### src/rtl/ring_tdc_smoother.sv
module ring_tdc_smoother #(
  parameter int N_STAGES = 16
) (
  input  logic [N_STAGES-1:0] raw,
  output logic [N_STAGES-1:0] smooth,
  output logic                bubble
);
  localparam int CNT_W = $clog2(N_STAGES);

  logic [N_STAGES-2:0] edges;
  assign edges = raw[N_STAGES-1:1] ^ raw[N_STAGES-2:0];

  // Edge stages have only one neighbour; they pass through.
  assign smooth[0]          = raw[0];
  assign smooth[N_STAGES-1] = raw[N_STAGES-1];

  generate
    for (genvar i = 1; i < N_STAGES - 1; i++) begin : g_maj
      assign smooth[i] = (raw[i-1] & raw[i]) | (raw[i] & raw[i+1]) |
                         (raw[i-1] & raw[i+1]);
    end
  endgenerate

  logic [CNT_W-1:0] n_edges;
  always_comb begin
    n_edges = '0;
    for (int i = 0; i < N_STAGES - 1; i++) begin
      n_edges = n_edges + CNT_W'(edges[i]);
    end
  end

  assign bubble = (n_edges > CNT_W'(1));
endmodule

### src/rtl/ring_tdc_phase.sv
module ring_tdc_phase #(
  parameter int N_STAGES = 16,
  parameter int FINE_W   = 5
) (
  input  logic [N_STAGES-1:0] pattern,
  output logic [FINE_W-1:0]   fine
);
  localparam int RUN_W = $clog2(N_STAGES + 1);

  logic [RUN_W-1:0] run;
  logic             open;

  // Length of the leading run of bits equal to bit 0.
  always_comb begin
    run  = '0;
    open = 1'b1;
    for (int i = 0; i < N_STAGES; i++) begin
      if (open && (pattern[i] == pattern[0])) begin
        run = run + RUN_W'(1);
      end else begin
        open = 1'b0;
      end
    end
  end

  always_comb begin
    if (pattern[0]) begin
      fine = FINE_W'(run);
    end else if (run == RUN_W'(N_STAGES)) begin
      fine = '0;
    end else begin
      fine = FINE_W'(N_STAGES) + FINE_W'(run);
    end
  end
endmodule

### src/rtl/ring_tdc_align.sv
module ring_tdc_align #(
  parameter int COARSE_W = 10,
  parameter int FINE_W   = 5,
  parameter int TS_W     = COARSE_W - 1 + FINE_W
) (
  input  logic [COARSE_W-1:0] coarse,
  input  logic [FINE_W-1:0]   fine,
  output logic [COARSE_W-1:0] half_cnt,
  output logic [TS_W-1:0]     stamp
);
  logic mismatch;
  logic early_in_half;

  assign mismatch      = coarse[0] ^ fine[FINE_W-1];
  assign early_in_half = ~fine[FINE_W-2];

  always_comb begin
    if (!mismatch) begin
      half_cnt = coarse;
    end else if (early_in_half) begin
      half_cnt = coarse + COARSE_W'(1);
    end else begin
      half_cnt = coarse - COARSE_W'(1);
    end
  end

  assign stamp = {half_cnt[COARSE_W-1:1], fine};
endmodule

### src/rtl/ring_tdc_decoder.sv
module ring_tdc_decoder #(
  parameter int N_STAGES = 16,
  parameter int COARSE_W = 10,
  parameter int FINE_W   = 5,
  parameter int TS_W     = COARSE_W - 1 + FINE_W
) (
  input  logic                clk,
  input  logic                rst_n,
  input  logic                cap_valid,
  output logic                cap_ready,
  input  logic [N_STAGES-1:0] cap_stages,
  input  logic [COARSE_W-1:0] cap_coarse,
  output logic                ts_valid,
  input  logic                ts_ready,
  output logic [TS_W-1:0]     ts_stamp,
  output logic                ts_bubble
);
  logic [N_STAGES-1:0] smooth;
  logic                bubble;
  logic [FINE_W-1:0]   fine;
  logic [COARSE_W-1:0] half_cnt;
  logic [TS_W-1:0]     stamp;
  logic                take;

  ring_tdc_smoother #(.N_STAGES(N_STAGES)) u_smooth (
    .raw(cap_stages), .smooth(smooth), .bubble(bubble)
  );

  ring_tdc_phase #(.N_STAGES(N_STAGES), .FINE_W(FINE_W)) u_phase (
    .pattern(smooth), .fine(fine)
  );

  ring_tdc_align #(.COARSE_W(COARSE_W), .FINE_W(FINE_W), .TS_W(TS_W)) u_align (
    .coarse(cap_coarse), .fine(fine), .half_cnt(half_cnt), .stamp(stamp)
  );

  assign cap_ready = ~ts_valid | ts_ready;
  assign take      = cap_valid & cap_ready;

  always_ff @(posedge clk) begin
    if (!rst_n) begin
      ts_valid  <= 1'b0;
      ts_stamp  <= '0;
      ts_bubble <= 1'b0;
    end else if (take) begin
      ts_valid  <= 1'b1;
      ts_stamp  <= stamp;
      ts_bubble <= bubble;
    end else if (ts_ready) begin
      ts_valid  <= 1'b0;
    end
  end

  assert_capture_shows_R2: assert property (@(posedge clk) disable iff (!rst_n)
    take |=> ts_valid);

  assert_stall_holds_R2: assert property (@(posedge clk) disable iff (!rst_n)
    (ts_valid && !ts_ready) |=> (ts_valid && $stable(ts_stamp) && $stable(ts_bubble)));

  assert_stall_blocks_R1: assert property (@(posedge clk) disable iff (!rst_n)
    (ts_valid && !ts_ready && !cap_valid) |=> $stable(ts_stamp));

  assert_clean_unsmoothed_R9: assert property (@(posedge clk) disable iff (!rst_n)
    (take && !bubble) |-> (smooth == cap_stages));

  assert_zero_run_half_R4: assert property (@(posedge clk) disable iff (!rst_n)
    (take && !bubble && !cap_stages[0] && (cap_stages != '0)) |-> fine[FINE_W-1]);

  assert_parity_keeps_R5: assert property (@(posedge clk) disable iff (!rst_n)
    (take && (cap_coarse[0] == fine[FINE_W-1])) |-> (half_cnt == cap_coarse));

  assert_flat_no_bubble_R8: assert property (@(posedge clk) disable iff (!rst_n)
    (take && (cap_stages == '0)) |=> !ts_bubble);
endmodule

### config.mk
export PLATFORM = sky130hd
export DESIGN_NAME = ring_tdc_decoder
export DESIGN_NICKNAME = d
export VERILOG_FILES = /design/src/rtl/ring_tdc_smoother.sv /design/src/rtl/ring_tdc_phase.sv /design/src/rtl/ring_tdc_align.sv /design/src/rtl/ring_tdc_decoder.sv
export SDC_FILE = /design/constraint.sdc
export NUM_CORES = 1
export LEC_CHECK = 0
export ABC_AREA = 0
export BUFFER_PORTS_ARGS = -buffer_cell sky130_fd_sc_hd__buf_4
export CORE_MARGIN = 3
export CORE_UTILIZATION = 50
export DETAILED_ROUTE_END_ITERATION = 16
export GPL_TIMING_DRIVEN = 0
export PLACE_DENSITY = 0.71
export SLEW_MARGIN = 0
export SYNTH_ARGS = -nofsm -noshare
export SYNTH_HDL_FRONTEND = slang
export SYNTH_HIERARCHICAL = 1
export SYNTH_SLANG_ARGS = --single-unit
### constraint.sdc
create_clock -name clk -period 11.7 [get_ports clk]
set_input_delay 1.17 -clock clk [delete_from_list [all_inputs] [get_ports clk]]
set_output_delay 1.17 -clock clk [all_outputs]
set_load 0.01 [all_outputs]
==> results.toml, run 1 <==
[synthesis]
netlist_area_um2 = 3470
syn_inst = 448
syn_area_per_cell_um2 = 7.74
yosysWarnings = 6
synth_nets = 525

[timing]
fin_tns_setup_ns = 0
post-route-period-util_pct = 90.3
rsz0062_at_grt = "false"
hold_viol_final = 0
fin_worst_skew_ns = 0.00284
fmax_mhz = 94.7
relSlewSlack_pct = 45.2
worst_pin_slew_ns = 0.819
setup_violations = 0
slew_violations = 0
layout_min_cycle_time_ns = 10.56

[critical_path]
r2r_setup_slack_ns = 10.59
crit_path_start_kind = "primary input"
cp_top_family = "compound AO/OA/AOI/OAI gates"
cp_max_fo = 10
critPathMostFrequentCell = "ha_1"
rr_worst_depth = 5
crit_required_ns = 11.88
crit_path_top_delay_cell = "a2111oi_0"
worst_ep_arrival_time_ns = 10.74
cp.depth = 50
crit_buf_inv = 12
critPathMaxStageDelay_ns = 0.50
cp-end-kind = "flip-flop"
critPathKind = "in -> reg"

[global_routing]
grt_pass1_vias = 2981
grt_pass1_wl_mm = 13.4
grt_use_met2_pct = 31.5
grtUsageTotal_pct = 20.3
grt_max_degree = 16
grt_remaining_overflow = 0
grtUsageMet1_pct = 30.8
antenna_found_initial = 0
met3_usage_pct = 2.76
top_usage_layer = "met2"

[power]
seqPwrFrac_pct = 17.7
p_sw_share_pct = 44.0
p_switching_mw = 0.157
p_per_area_nw_per_um2 = 90.2
irDropWorstVdd_mv = 0.0431
leakage_nw = 1.85
clkPwrFrac_pct = 11.3
comb_power_share_pct = 71.0
intPower_mw = 0.200
finalPower_mw = 0.357

[drt]
dr_total_vias = 3227
route.detailed.drc = 0
postRouteAntennaNets = 0
wire_per_inst_um = 13.9
vias_per_cell = 5.62
routed_wl_mm = 7.96
drtIter0Drc = 139
first_pass_iters = 4

[clocking]
cts_root_buf = "clkbuf_8"
cts.hold.buffers_added = 0
h-tree-depth = 1
postCtsResizedCells = 0
cts_buffers = 3
clk_pin_slew_ns = 0.06
cts_buffer_depth = 2
insertion_delay_ns = 0.25
clock_sinks = 16
post-cts-setup-buffer-count = 0
cts_tree = "built"

[cells_and_area]
antenna_cells = 0
regArea_um2 = 320
fillers = 631
syn_to_final_growth_pct = 14.1
stdcell_count = 574
multi_input_area_um2 = 2800
layout-drive-gt1-share_pct = 21.5
finalNetCount = 576

[floorplanning]
start_util_pct = 53.1
die_y_um = 89.3
boundaryPins = 47
fp-row-count = 29
fp.dieW_um = 89.3
dieArea_um2 = 7970
coreArea_um2 = 6530

[placement]
gp_congestion = 0.857
numPortBuffers = 46
dp_cells = 571
hpwl_mm = 6.59

[worst_hold_path]
whs_path_depth = 2
min_path_type = "reg -> reg"

[status]
status = "completed"

[job]
maxCapViolCount = 0
-- path summary, 6_finish.rpt --
kind	start	to
max	cap_stages[0]	ts_stamp[11]
min	ts_bubble	ts_bubble
max reg2reg	ts_valid	ts_stamp[3]
min reg2reg	ts_bubble	ts_bubble
-- through the flow --
stage	utilization (%)	hold WS [ns]	worst slack [ns]	area [um2]
2_1_floorplan	-	0.479	2.23	3470
3_3_place_gp	59.9	0.442	0.816	3910
3_5_place_dp	59.9	0.459	0.733	3910
4_1_cts	60.5	0.467	0.958	3950
5_1_grt	60.6	0.494	0.413	3960
6_report	60.6	0.464	1.14	3960
-- state kept, by name, summed over array words and instances, names as in the netlist --
register	flops
ts_valid	1
ts_stamp	14
ts_bubble	1
-- power groups by stage --
stage               logic [mW]  clock network [mW]  registers [mW]
CTS                      0.254              0.0410          0.0633
global placement         0.245                   0          0.0643
floorplan                0.191                   0          0.0664
global route             0.288              0.0441          0.0638
finish                   0.254              0.0402          0.0633
detailed placement       0.252                   0          0.0645
-- area by class of cell --
| class | instances | area share, % |
|---|---|---|
| Buffer | 35 | 6.16 |
| Clock buffer | 3 | 1.04 |
| Inverter | 29 | 2.75 |
| Multi-Input combinational cell | 368 | 70.8 |
| Sequential cell | 16 | 8.09 |
| Tap cell | 77 | 2.43 |
| Timing Repair Buffer | 46 | 8.72 |
-- layout by cell type, fill, tap and decap left out, drive strengths merged, types with 5 or more instances in the layout --
cell type  count
a211o         14
a21oi         29
a31oi          8
and2           5
and3           7
buf           72
clkbuf        12
dfxtp         16
fa            11
ha            36
inv           29
mux2i         18
nand2         63
nand3         11
nand3b         5
nor2          32
nor3          13
nor3b          5
o21ai         22
o22ai          5
xnor2         19
xor2          11
-- tightest hold or removal path: stages (launching register included) --
cell,delay [ns]
dfxtp_1,0.31
nand2_1,0.05
mux2i_1,0.05
-- metal layers --
| metal | part of all wire (%) | up-vias |
|---|---|---|
| met5 | 0 | - |
| met4 | 0.21 | 0 |
| met3 | 4.4 | 2 |
| met2 | 43 | 56 |
| met1 | 53 | 1490 |
| li1 | - | 1679 |
(Power assumes the default switching activity.)
==> run 2: changes to the inputs <==
--- a/config.mk
+++ b/config.mk
@@ -12,6 +12,7 @@
 export DETAILED_ROUTE_END_ITERATION = 16
 export GPL_TIMING_DRIVEN = 0
 export PLACE_DENSITY = 0.71
+export RECOVER_POWER = 100
 export SLEW_MARGIN = 0
 export SYNTH_ARGS = -nofsm -noshare
 export SYNTH_HDL_FRONTEND = slang
==> results.toml, run 2 (synthesis results as in run 1) <==
[critical_path]
cp-end-kind = "flip-flop"
critPathKind = "in -> reg"
crit_path_top_delay_cell = "a2111oi_0"
worst_ep_arrival_time_ns = 10.94
crit_path_start_kind = "primary input"
crit_required_ns = 11.88
critPathMaxStageDelay_ns = 0.50
cp_max_fo = 10
critPathMostFrequentCell = "ha_1"

[floorplanning]
coreArea_um2 = 6530
start_util_pct = 53.1
fp-row-count = 29
fp.dieW_um = 89.3
boundaryPins = 47
dieArea_um2 = 7970
die_y_um = 89.3

[timing]
post-route-period-util_pct = 92.0
relSlewSlack_pct = 45.0
fmax_mhz = 92.9
setup_violations = 0
layout_min_cycle_time_ns = 10.76
rsz0062_at_grt = "false"
worst_pin_slew_ns = 0.820
slew_violations = 0
timing.hold.ws_ns = 0.463
fin_tns_setup_ns = 0
hold_viol_final = 0
fin_worst_skew_ns = 0.00147

[drt]
postRouteAntennaNets = 0
routed_wl_mm = 8.00
wire_per_inst_um = 13.9
route.detailed.drc = 0
vias_per_cell = 5.62
dr_total_vias = 3228
first_pass_iters = 4
drtIter0Drc = 112

[status]
status = "completed"

[worst_hold_path]
min_path_type = "reg -> reg"

[cells_and_area]
antenna_cells = 0
largest_reg_flops = 14
finalNetCount = 576
stdcell_count = 574
syn_to_final_growth_pct = 12.0
mostFrequentLayoutCells = "nand2_1 (60), buf_4 (44), ha_1 (36)"
layout-drive-gt1-share_pct = 17.5
top_register = "ts_stamp"
fin_area_um2 = 3890
mostFrequentLayoutCell = "nand2_1"
postLayoutCoreUtil_pct = 59.5
top_regs = "ts_stamp: 14 flops, ts_bubble: 1 flops, ts_valid: 1 flops"
fillers = 643

[placement]
dp_cells = 571
hpwl_mm = 6.59
numPortBuffers = 46
place_area_um2 = 3910
gp_congestion = 0.857

[job]
maxCapViolCount = 0

[global_routing]
grt_remaining_overflow = 0
grt_pass1_wl_mm = 13.4
grtUsageTotal_pct = 20.3
grt_max_degree = 16
grt_pass1_vias = 2981
antenna_found_initial = 0

[clocking]
clk_pin_slew_ns = 0.06
cts.hold.buffers_added = 0
cts_buffer_depth = 2
clock_sinks = 16
cts_root_buf = "clkbuf_8"
postCtsResizedCells = 0
h-tree-depth = 1
cts_buffers = 3
insertion_delay_ns = 0.24
post-cts-setup-buffer-count = 0
cts_tree = "built"

[power]
irDropWorstVdd_mv = 0.0431
leakage_nw = 1.77
p_per_area_nw_per_um2 = 90.7
[run 2: cell count changes in the layout (fill, tap and decap cells not counted)]
cell	delta
o311ai_1	-1
clkbuf_1	+20
o311ai_0	+1
o21ai_0	+1
o22a_1	+1
o22a_2	-1
o21ai_1	-1
buf_4	-19
buf_1	-1
[run 2: layer usage]
metal | track usage (%) | vias up | part of all wire, %
met5 | 0 | - | 0
met4 | 2.30 | 0 | 0.21
met3 | 2.76 | 2 | 4.8
met2 | 31.5 | 70 | 43
met1 | 30.8 | 1475 | 52
li1 | - | 1681 | -
[run 2: critical path, delay by kind of cell]
family                     cells  cell delay (ns)
xor gates and xnor gates       2             0.90
buffers and inverters         12             2.21
AOI/OAI and AO/OA             16             2.72
and+or+nand+nor                9             1.03
muxes                          4             0.82
adders and majority gates      7             2.09
[run 2: cell type report]
class                           instances  area [um2]  area share [%]
Buffer                                 35         244            6.28
Clock buffer                            3        41.3            1.06
Inverter                               29         109            2.80
Multi-Input combinational cell        368        2800            72.1
Sequential cell                        16         320            8.24
Tap cell                               77        96.3            2.48
Timing Repair Buffer                   46         274            7.05
[run 2: metrics by stage]
stage                     setup slack [ns]  total power, mW
after global placement               0.816            0.309
after CTS                            0.958            0.359
after detailed placement             0.733            0.317
after global routing                 0.232            0.391
final                                0.941            0.352
after floorplan                       2.23            0.257
[run 2: final timing paths]
| check | startpoint | to | slack, ns | cells past startpoint |
|---|---|---|---|---|
| worst max-delay path | cap_stages[0] | ts_stamp[9] | 0.94 | 50 |
| worst min-delay path | ts_bubble | ts_bubble | 0.46 | 2 |
| worst max register to register | ts_valid | ts_stamp[3] | 10.59 | 5 |
| worst min register to register | ts_bubble | ts_bubble | 0.46 | 2 |
[run 2: where the power goes]
part / total [mW] / switching, mW / internal, mW
clock network: 0.0400 / 0.0172 / 0.0228
logic: 0.249 / 0.137 / 0.113
registers: 0.0632 / 0.00318 / 0.0600
